## src/rtl/ant_guard_pkg.sv

```systemverilog
package ant_guard_pkg;

    typedef enum logic [1:0] {
        ST_OFF   = 2'd0,
        ST_BLANK = 2'd1,
        ST_RUN   = 2'd2,
        ST_SHORT = 2'd3
    } ag_state_e;

    typedef enum logic [1:0] {
        STS_OFF   = 2'b00,
        STS_OK    = 2'b01,
        STS_SHORT = 2'b10,
        STS_OPEN  = 2'b11
    } ag_status_e;

    localparam int AG_NUM_IN    = 2;
    localparam int AG_IDX_SHORT = 0;
    localparam int AG_IDX_CUR   = 1;

endpackage

```

## src/rtl/ant_guard_filt.sv

```systemverilog
// Two-flop synchronizer followed by a consecutive-cycle debounce filter.
module ant_guard_filt #(
    parameter int   DEB_CYCLES = 16,
    parameter logic RST_VAL    = 1'b1
) (
    input  logic clk_i,
    input  logic rst_ni,
    input  logic raw_i,
    output logic flt_o
);
    localparam int CW = $clog2(DEB_CYCLES + 1);

    logic          meta_q, sync_q, flt_q;
    logic [CW-1:0] cnt_q;

    always_ff @(posedge clk_i or negedge rst_ni) begin
        if (!rst_ni) begin
            meta_q <= RST_VAL;
            sync_q <= RST_VAL;
        end else begin
            meta_q <= raw_i;
            sync_q <= meta_q;
        end
    end

    // Count cycles in which the synchronized level disagrees with the filtered one.
    always_ff @(posedge clk_i or negedge rst_ni) begin
        if (!rst_ni) begin
            cnt_q <= '0;
            flt_q <= RST_VAL;
        end else if (sync_q == flt_q) begin
            cnt_q <= '0;
        end else if (cnt_q == CW'(DEB_CYCLES - 1)) begin
            cnt_q <= '0;
            flt_q <= sync_q;
        end else begin
            cnt_q <= cnt_q + 1'b1;
        end
    end

    assign flt_o = flt_q;

endmodule

```

## src/rtl/ant_guard_fsm.sv

```systemverilog
module ant_guard_fsm
    import ant_guard_pkg::*;
#(
    parameter int BLANK_CYCLES = 64
) (
    input  logic       clk_i,
    input  logic       rst_ni,
    input  logic       pwr_req_i,
    input  logic       retry_i,
    input  logic       short_n_i,
    input  logic       cur_n_i,
    output logic       pwr_en_o,
    output ag_status_e status_o
);
    localparam int BW = $clog2(BLANK_CYCLES + 1);

    ag_state_e     state_q, state_d;
    logic [BW-1:0] blank_q;
    logic          blank_done;

    assign blank_done = (blank_q == BW'(BLANK_CYCLES - 1));

    // Blanking timer: cleared outside ST_BLANK, counts cycles inside it.
    always_ff @(posedge clk_i or negedge rst_ni) begin
        if (!rst_ni)                blank_q <= '0;
        else if (state_q != ST_BLANK) blank_q <= '0;
        else                        blank_q <= blank_q + 1'b1;
    end

    // State register.
    always_ff @(posedge clk_i or negedge rst_ni) begin
        if (!rst_ni) state_q <= ST_OFF;
        else         state_q <= state_d;
    end

    // Transitions.
    always_comb begin
        state_d = state_q;
        unique case (state_q)
            ST_OFF: begin
                if (pwr_req_i) state_d = ST_BLANK;
            end
            ST_BLANK: begin
                if (!pwr_req_i)      state_d = ST_OFF;
                else if (blank_done) state_d = ST_RUN;
            end
            ST_RUN: begin
                if (!pwr_req_i)      state_d = ST_OFF;
                else if (!short_n_i) state_d = ST_SHORT;
            end
            ST_SHORT: begin
                if (retry_i) state_d = pwr_req_i ? ST_BLANK : ST_OFF;
            end
        endcase
    end

    // Outputs.
    always_comb begin
        pwr_en_o = 1'b0;
        status_o = STS_OFF;
        unique case (state_q)
            ST_OFF: begin
                pwr_en_o = 1'b0;
                status_o = STS_OFF;
            end
            ST_BLANK: begin
                pwr_en_o = 1'b1;
                status_o = STS_OFF;
            end
            ST_RUN: begin
                pwr_en_o = 1'b1;
                status_o = cur_n_i ? STS_OPEN : STS_OK;
            end
            ST_SHORT: begin
                pwr_en_o = 1'b0;
                status_o = STS_SHORT;
            end
        endcase
    end

endmodule

```

## src/rtl/ant_guard_irq.sv

```systemverilog
module ant_guard_irq
    import ant_guard_pkg::*;
(
    input  logic       clk_i,
    input  logic       rst_ni,
    input  ag_status_e status_i,
    output logic       irq_o
);
    ag_status_e prev_q;

    always_ff @(posedge clk_i or negedge rst_ni) begin
        if (!rst_ni) prev_q <= STS_OFF;
        else         prev_q <= status_i;
    end

    assign irq_o = (status_i != prev_q);

endmodule

```

## src/rtl/ant_guard.sv

```systemverilog
module ant_guard
    import ant_guard_pkg::*;
#(
    parameter int DEB_CYCLES   = 16,
    parameter int BLANK_CYCLES = 64
) (
    input  logic       clk_i,
    input  logic       rst_ni,
    input  logic       pwr_req_i,
    input  logic       retry_i,
    input  logic       short_n_i,
    input  logic       cur_n_i,
    output logic       pwr_en_o,
    output logic [1:0] status_o,
    output logic       irq_o
);
    logic [AG_NUM_IN-1:0] raw, flt;
    ag_status_e           status;

    assign raw[AG_IDX_SHORT] = short_n_i;
    assign raw[AG_IDX_CUR]   = cur_n_i;

    for (genvar g = 0; g < AG_NUM_IN; g++) begin : g_filt
        ant_guard_filt #(
            .DEB_CYCLES(DEB_CYCLES),
            .RST_VAL   (1'b1)
        ) i_filt (
            .clk_i (clk_i),
            .rst_ni(rst_ni),
            .raw_i (raw[g]),
            .flt_o (flt[g])
        );
    end

    ant_guard_fsm #(
        .BLANK_CYCLES(BLANK_CYCLES)
    ) i_fsm (
        .clk_i    (clk_i),
        .rst_ni   (rst_ni),
        .pwr_req_i(pwr_req_i),
        .retry_i  (retry_i),
        .short_n_i(flt[AG_IDX_SHORT]),
        .cur_n_i  (flt[AG_IDX_CUR]),
        .pwr_en_o (pwr_en_o),
        .status_o (status)
    );

    ant_guard_irq i_irq (
        .clk_i   (clk_i),
        .rst_ni  (rst_ni),
        .status_i(status),
        .irq_o   (irq_o)
    );

    assign status_o = status;

endmodule

```

## config.mk

```make
export PLATFORM = sky130hd
export DESIGN_NAME = ant_guard
export DESIGN_NICKNAME = d
export VERILOG_FILES = /design/src/rtl/ant_guard_pkg.sv /design/src/rtl/ant_guard_filt.sv /design/src/rtl/ant_guard_fsm.sv /design/src/rtl/ant_guard_irq.sv /design/src/rtl/ant_guard.sv
export SDC_FILE = /design/constraint.sdc
export NUM_CORES = 1
export LEC_CHECK = 0
export BUFFER_PORTS_ARGS = -buffer_cell sky130_fd_sc_hd__buf_2
export CORE_MARGIN = 8
export CORE_UTILIZATION = 55
export DETAILED_ROUTE_END_ITERATION = 8
export PLACE_DENSITY = 0.73
export SYNTH_ARGS = -nofsm -noshare
export SYNTH_HDL_FRONTEND = slang
export SYNTH_SLANG_ARGS = --single-unit
```

## constraint.sdc

```tcl
create_clock -name clk_i -period 4 [get_ports clk_i]
set_clock_uncertainty 0.05 [all_clocks]
set_input_delay 0.4 -clock clk_i [delete_from_list [all_inputs] [get_ports clk_i]]
set_output_delay 0.4 -clock clk_i [all_outputs]
set_load 0.03 [all_outputs]
```

* Word level (Yosys, flattened, before mapping)
Index checks and enable logic that the tools add are counted.
** Storage, ports and cells
- Flip-flop bits (word level) :: 27
- Latch bits :: 0
- Bits in writable memories :: 0
- ROM bits :: 0
- Word-level logic and storage cells :: 53
- Memories kept :: 0
** Operators by class
- Add/sub/neg operators :: 3
- Multiply operators :: 0
- Divide/modulo/power cells :: 0
- Magnitude comparators :: 0
- Equality and inequality tests :: 14
- Shift-type cells :: 0
- Multiplexer cells :: 16
- Bitwise gates (word level) :: 2
- Reductions and logical operators :: 7
** Operators by type and width (number)
- 5-bit two-way mux :: 4
- 2-bit two-way mux :: 7
- 5-bit by 1-bit adder with 5-bit output (second input constant) :: 2
- 5-bit by 4-bit equality test with 1-bit output (second input constant) :: 2
- 2-bit one-hot mux with 4 select lines :: 1
- 7-bit by 1-bit adder with 7-bit output (second input constant) :: 1
- 7-bit by 6-bit equality test with 1-bit output (second input constant) :: 1
- 7-bit two-way mux :: 1
- 2-bit one-hot mux with 3 select lines :: 1
- 2-bit OR reduction :: 3
- 2-bit equality test (second input constant) :: 2
- 2-bit inequality test (second input constant) :: 2
- 2-bit AND reduction :: 2
- 4-bit AND reduction :: 1
- 3-bit by 2-bit inequality test with 1-bit output (second input constant) :: 1
- 3-bit inequality test (second input constant) :: 1
- 1-bit equality test :: 2
- 2-bit by 1-bit equality test with 1-bit output (second input constant) :: 1
- 2-bit logical NOT :: 1
- 2-bit by 1-bit inequality test with 1-bit output (second input constant) :: 1
- 2-bit inequality test :: 1
- 1-bit inverter :: 2
- 1-bit one-hot mux with 2 select lines :: 1
- 1-bit two-way mux :: 1

* Depth between registers and ports, before layout
Gate-level depths: netlist of the first run.
- Word-level depth :: 4
- Depth in mapped cells :: 6
- Mapped depth without buffers :: 6

* Cells and area by module
Synthesis of the first run repeated with hierarchy kept, for this count alone.
** Unflattened totals
- Cell total of the unflattened synthesis :: 102
- Area total of the unflattened synthesis :: 1221.2 µm²
** By module, submodules not included
- ant_guard_filt :: instances 2, cells each 23, area an instance 315.3 µm², seq. area each 203.9 µm²
- ant_guard_fsm :: instances 1, cells each 51, area an instance 519.2 µm², seq. area each 225.2 µm²
- ant_guard_irq :: instances 1, cells each 5, area an instance 71.3 µm², seq. area each 50.0 µm²

* Worst setup path before layout of the first run
No wires, ideal clock.
- Path kind :: register to output
- Start point :: reg i_fsm.state_q[0]
- End point :: out irq_o
- Data arrival time :: 1921 ps
- Setup slack :: 1629 ps
- Stages on the path, launching flop included :: 7
- Path buffers :: 0
- Path through :: dfrtp_1 > inv_1 > ha_1 > nor2_1 > nor2_1 > xnor2_1 > nand2_1
** On the way
- Word-level cells in the longest chain between the ends :: 4
- Elaborated cells between the ends (all ways) :: 7
** Ends and longest elaborated chain
- from (decl) :: RTL line ant_guard_fsm.sv:17 : ag_state_e state_q, state_d;
- from (signal assigned) :: RTL line ant_guard_fsm.sv:33 : else state_q <= state_d;
- 2-bit by 1-bit equality test with 1-bit output or 2-bit logical NOT (tied branches) :: RTL line ant_guard_fsm.sv:61 : unique case (state_q)
- 2-bit OR reduction (no line)
- 2-bit one-hot mux with 3 select lines (*) :: RTL line ant_guard_fsm.sv:61
- named net status_o[0] :: RTL line ant_guard.sv:14 : output logic [1:0] status_o,
- 2-bit inequality test (*) :: RTL line ant_guard_irq.sv:16 : assign irq_o = (status_i != prev_q);
- to (decl) :: RTL line ant_guard.sv:15 : output logic irq_o
The timed path passes the listed nets; every way through them passes the cells marked *.

* Worst setup path after layout of the first run
- Start point :: reg i_fsm.state_q[0]
- End point :: out irq_o
** On the way
- Word-level cells in the longest chain between the ends :: 4
- Elaborated cells between the ends (all ways) :: 7
** Ends and longest elaborated chain (RTL line)
- 2-bit by 1-bit equality test with 1-bit output or 2-bit logical NOT (tied branches) :: ant_guard_fsm.sv:61
- 2-bit OR reduction (no line)
- 2-bit one-hot mux with 3 select lines (*) :: ant_guard_fsm.sv:61
- 2-bit inequality test (*) :: ant_guard_irq.sv:16
Mark *: on every way between the ends. The rest lies on a longest branch, timed or not.

==> impl_metrics.yaml, run 1 <==
power_and_ir_drop:
  p_seq_share_pct: 50.3
  power_density_nw_per_um2: 498
  switching_share_pct: 36.0
  peakVddDrop_mv: 0.329
  power.share.combinational_pct: 31.5
  power.share.clock_pct: 18.2
  switching_power_w: 0.000239
  p_leak_nw: 0.650
  internal_power_w: 0.000425
finish:
  area.growth.synth_to_final_pct: 9.13
  layout-drive-gt1-share_pct: 22.6
  fin_cells: 143
  antenna_cells: 0
  fin_nets: 131
  final_core_util_pct: 62.0
  fillCellCount: 183
critical_path:
  path_cells: "inv_1 -> ha_1 -> nor2_1 -> nor2_1 -> xnor2_1 -> nand2_1 -> buf_2"
  crit_path_start_kind: "flip-flop"
  crit_slowest_cell: "dfrtp_1"
  crit_top_cell: "nor2_1"
  cpPeakStageDelay_ns: 0.49
  cp_top_family: "flip-flops"
  crit_fanout: 7
  endpoint_kind: "output port"
  worst-path-buf-inv: 2
  critPathArrivalTime_ns: 1.86
  cp_data_required_time_ns: 3.55
  critPathKind: "reg -> out"
drt:
  vias_per_cell: 5.16
  antenna_left: 0
  wl_per_cell_microns: 13.1
  drt-initial-drc-count: 30
  wl_mm: 1.87
  dr.pass1.iters: 4
  vias: 738
  route.detailed.drc: 0
timing:
  rsz0062_at_grt: "false"
  hold_ws_ns: -0.00264
  finalSetupTns_ns: 0
  setup_violations: 0
  fmax_mhz: 433
  maxSlewHeadroom_pct: 62.0
  finalHoldViolations: 9
  fin_crit_sh_pct: 57.7
  finalCriticalPeriod_ns: 2.31
  worstMarginPinSlew_ns: 0.570
  slew_viol_final: 0
place:
  gp_congestion: 0.776
  placed_cells: 139
  place_hpwl_mm: 1.49
  io_buffers: 9
clock_tree:
  cts_num_sinks: 27
  cts_tree: "done"
  clkLatencyLatePin_ns: 0.32
  cts_buffers: 3
  htree_levels: 1
  cts_resized: 0
  postCtsSetupRepairBufs: 0
  ctsHoldBuffers: 0
  cts.clk_slew.worst_paths_ns: 0.15
  clock_path_buffers: 2
  cts_root_buffer: "clkbuf_4"
synthesis:
  avgSynthCellArea_sq_um: 12.0
  synth_area_leaders: "dfrtp_1 43%, dfstp_2 13%, ha_1 9.2%"
  syn-num-nets: 117
  yosysTopAreaCellShare_pct: 43.1
  yosysSeqAreaShare_pct: 56.0
  yosysTopAreaCell: "dfrtp_1"
  yosysUniqueCellTypes: 23
  ys_seq_elements: 27
  ys_warn_count: 0
  syn_area_sq_um: 1220
  postSynthCellCount: 102
outcome:
  violations: "hold timing"
  outcome: "finished, violations left"
floorplanning:
  start_util_pct: 56.8
  row_count: 17
  coreArea_sq_um: 2150
  die-area_sq_um: 3980
  io_pins: 10
  die_w_microns: 63.1
  die_h_microns: 63.1
global_routing:
  grt_pass1_wl_mm: 3.42
  antenna_found_initial: 0
  grt_overflow: 0
  grt_pass1_vias: 806
  grt_max_degree: 28
  grt_usage_pct: 10.3
worst_hold_path:
  hold_class: "in -> async"
run:
  drv_cap: 0
kinds of logic (layout without fill, tap and decap cells):
family	count (synthesis)	count (layout)	synth area share, %
simple gates	33	33	13.1
flops	27	27	56.0
compound gates	13	13	9.33
xor+xnor	12	12	8.62
fa+ha+maj	9	9	9.23
buf+inv	6	19	1.85
mux	2	2	1.85
Yosys cell counts:
cell type	number
and4_4	1
o21ai_0	3
o211ai_1	1
dfstp_2	6
nand3_1	7
or3_1	1
and3_1	2
a22oi_1	1
a31oi_4	1
nand2_1	3
mux2_2	2
a21oi_2	1
inv_1	6
a2bb2oi_2	1
nor2_1	14
and2_1	5
dfrtp_1	21
xor2_1	8
a21oi_1	3
ha_1	9
o32ai_1	1
xnor2_1	4
o221ai_2	1
path summary, 6_finish.rpt:
check | startpoint | cells after the start | to | slack [ns]
worst max-delay path | i_fsm.state_q[0] | 7 | irq_o | 1.69
worst min-delay path | rst_ni | 1 | g_filt[1].i_filt.cnt_q[3] | -0.003
worst max register to register | i_fsm.state_q[0] | 6 | i_fsm.state_q[0] | 2.37
worst min register to register | g_filt[1].i_filt.meta_q | 0 | g_filt[1].i_filt.sync_q | 0.32
max in group asynchronous | rst_ni | 1 | g_filt[0].i_filt.sync_q | 3.52
min in group clk_i | short_n_i | 1 | g_filt[0].i_filt.meta_q | 0.10
power by group through the flow:
stage                     logic (W)  registers, W  clock network, W
after floorplan            0.000166      0.000332                 0
after global placement     0.000206      0.000336                 0
after detailed placement   0.000213      0.000339                 0
after CTS                  0.000212      0.000334          0.000126
after global routing       0.000235      0.000338          0.000134
final                      0.000209      0.000334          0.000121
registers in the layout, indices dropped and copies added (netlist names):
| register | cells |
|---|---|
| i_irq.prev_q | 2 |
| i_fsm.blank_q | 7 |
| g_filt.i_filt.cnt_q | 10 |
| g_filt.i_filt.sync_q | 2 |
| i_fsm.state_q | 2 |
| g_filt.i_filt.meta_q | 2 |
| g_filt.i_filt.flt_o | 2 |
area by class of cell:
cell class	count	area, sq um	area share, %
sequential	27	683	51.3
clock buffer	3	22.5	1.69
tap	28	35.0	2.63
multi-input combinational	69	514	38.6
clock inverter	1	8.76	0.658
timing repair buffer	9	45.0	3.38
inverter	6	22.5	1.69
cell usage in the layout (no fill, tap or decap), drive strengths merged, types with 4 or more instances in the layout:
cell type / instances
dfrtp: 21
nor2: 14
ha: 9
buf: 9
xor2: 8
nand3: 7
inv: 7
dfstp: 6
and2: 5
xnor2: 4
a21oi: 4
through the flow:
step / setup WS, ns / power (W) / hold WS, ns / area (sq um)
6_report: 1.69 / 0.000664 / -0.00264 / 1330
2_1_floorplan: 1.63 / 0.000498 / 0.0544 / 1220
4_1_cts: 1.68 / 0.000672 / 0.00525 / 1330
5_1_grt: 1.53 / 0.000707 / 0.0239 / 1330
3_3_place_gp: 2.17 / 0.000542 / 0.297 / 1300
3_5_place_dp: 2.04 / 0.000552 / 0.302 / 1300
per-layer routing:
metal  up-vias  global-route usage [%]  wire, microns
li1        373                       -              -
met1       357                    11.5            853
met2         6                    18.6            935
met3         2                    2.83             62
met4         0                    2.56             21
met5         -                       0              0
worst reg2reg max path, stage by stage (launching register included):
cell	delay [ns]
dfrtp_1	0.50
inv_1	0.12
ha_1	0.28
nand3_1	0.12
o221ai_2	0.12
a22oi_1	0.26
a2bb2oi_2	0.09
No activity file was read; power rests on OpenSTA's default activity.
==> run 2: changes to the inputs <==
--- a/config.mk
+++ b/config.mk
@@ -7,9 +7,9 @@
 export LEC_CHECK = 0
 export BUFFER_PORTS_ARGS = -buffer_cell sky130_fd_sc_hd__buf_2
 export CORE_MARGIN = 8
-export CORE_UTILIZATION = 55
+export CORE_UTILIZATION = 51
 export DETAILED_ROUTE_END_ITERATION = 8
-export PLACE_DENSITY = 0.73
+export PLACE_DENSITY = 0.71
 export SYNTH_ARGS = -nofsm -noshare
 export SYNTH_HDL_FRONTEND = slang
 export SYNTH_SLANG_ARGS = --single-unit
==> constraint.sdc (replaced) <==
create_clock -name clk_i -period 1.86 [get_ports clk_i]
set_clock_uncertainty 0.05 [all_clocks]
set_input_delay 0.186 -clock clk_i [delete_from_list [all_inputs] [get_ports clk_i]]
set_output_delay 0.186 -clock clk_i [all_outputs]
set_load 0.03 [all_outputs]
==> impl_metrics.yaml, run 2 (synthesis results as in run 1) <==
finish:
  fin_area_sq_um: 1480
  fillCellCount: 177
  top_regs: "g_filt.i_filt.cnt_q (10), i_fsm.blank_q (7)"
  area.growth.synth_to_final_pct: 21.5
  mostFrequentLayoutCells: "19 x dfrtp_1, 12 x nor2_1, 8 x xor2_1, 8 x buf_2"
  multi_input_area_sq_um: 576
  seq_area_sq_um: 686
  regMostFlops: "g_filt.i_filt.cnt_q"
  final_common_cell: "dfrtp_1"
  antenna_cells: 0
  fin_cells: 153
  fin_nets: 141
  largest_reg_flops: 10
  final_core_util_pct: 66.4
  layout-drive-gt1-share_pct: 34.4
critical_path:
  critPathArrivalTime_ns: 1.57
  reg2reg_to: "i_fsm.state_q[1]"
  regToRegStartpoint: "i_fsm.state_q[1]"
  critPathKind: "reg -> out"
  crit_path_start_kind: "flip-flop"
  endpoint_kind: "output port"
  crit_fanout: 4
  r2r_setup_slack_ns: 0.17
  reg2reg_depth: 7
  cp_data_required_time_ns: 1.62
run:
  drv_cap: 0
drt:
  wl_mm: 2.06
  route.detailed.drc: 0
  antenna_left: 0
  dr.pass1.iters: 3
  vias: 808
  vias_per_cell: 5.28
  drt-initial-drc-count: 28
  wl_per_cell_microns: 13.5
timing:
  worstMarginPinSlew_ns: 0.596
  hold_ws_ns: 0.191
  rsz0062_at_grt: "true"
  fin_crit_sh_pct: 97.4
  setup_violations: 0
  finalHoldViolations: 0
  fin_ws_ns: 0.0492
  fmax_mhz: 552
  maxSlewHeadroom_pct: 60.2
  slew_viol_final: 0
  finalCriticalPeriod_ns: 1.81
worst_hold_path:
  min_from: "pwr_req_i"
  hold_class: "in -> reg"
  hold_end: "i_fsm.state_q[1]"
  holdPathStages: 3
clock_tree:
  cts.clk_slew.worst_paths_ns: 0.14
  cts_tree: "done"
  cts_num_sinks: 27
  htree_levels: 1
  clkLatencyLatePin_ns: 0.32
  cts_buffers: 3
  cts_root_buffer: "clkbuf_4"
  clock_path_buffers: 2
floorplanning:
  die-area_sq_um: 4210
  row_count: 17
  die_h_microns: 64.9
  io_pins: 10
  die_w_microns: 64.9
  start_util_pct: 54.6
  coreArea_sq_um: 2230
global_routing:
  grt_max_degree: 28
  antenna_found_initial: 0
  grt_pass1_vias: 818
  grt_pass1_wl_mm: 3.64
  grt_overflow: 0
  grt_usage_pct: 11.2
place:
  gp_congestion: 0.801
  pre_cts_slack_ns: 0.149
  io_buffers: 9
  place_area_sq_um: 1320
  place_hpwl_mm: 1.35
  placed_cells: 140
outcome:
  outcome: "finished, final reports clean"
power_and_ir_drop:
  peakVddDrop_mv: 0.679
  p_leak_nw: 0.697
  power_density_nw_per_um2: 1070
[run 2: cell count changes in the layout (fill, tap and decap cells not counted), sizes merged]
| cell | before | now |
|---|---|---|
| buf | 9 | 16 |
| dlygate4sd3 | 0 | 3 |
| clkinv | 0 | 1 |
| inv | 7 | 6 |
[run 2: critical path, cell delays in order, from the launching register on]
cell and delay [ns]:
dfrtp_2 0.47, inv_4 0.10, ha_4 0.15, a21oi_4 0.06
nor2_4 0.14, xnor2_2 0.12, nand2_1 0.08, buf_6 0.14
[run 2: timing repair]
action,4_1_cts,5_1_grt
buffers inserted,2,4
resized for setup,14,1
hold buffers,3,0
hold endpoints to repair,23,0
pin swaps,4,4
setup endpoints to repair,2,1
[run 2: layer usage]
layer  track usage, %  share of wire, %  vias up
met5                0                 0        -
met4             9.26               4.0        0
met3             3.26               3.9        8
met2             17.9                49       12
met1             12.0                43      400
li1                 -                 -      388
[run 2: power by group]
group	switching (W)	internal [W]
combinational	0.000342	0.000275
clock	0.000170	0.0000806
sequential	0.0000646	0.000655
[run 2: layout make-up]
class	instances	area share, %
inverter	6	1.69
multi-input combinational	69	38.8
clock inverter	1	0.338
sequential	27	46.2
timing repair buffer	19	9.03
clock buffer	3	1.52
tap	28	2.36
[run 2: worst max path at each step]
| stage | to | slack, ns | cells past startpoint | startpoint |
|---|---|---|---|---|
| global placement | irq_o | 0.24 | 7 | i_fsm.state_q[0] |
| finish | irq_o | 0.05 | 7 | i_fsm.state_q[0] |
| global route | irq_o | -0.06 | 7 | i_fsm.state_q[0] |
| floorplan | irq_o | 0.07 | 6 | i_fsm.state_q[0] |
| detailed placement | irq_o | 0.15 | 7 | i_fsm.state_q[0] |
| CTS | irq_o | -0.005 | 6 | i_fsm.state_q[1] |
[run 2: through the flow]
stage               power [W]  TNS (ns)
floorplan             0.00108         0
global placement      0.00120         0
detailed placement    0.00121         0
CTS                   0.00157  -0.00454
global route          0.00170   -0.0558
finish                0.00159         0
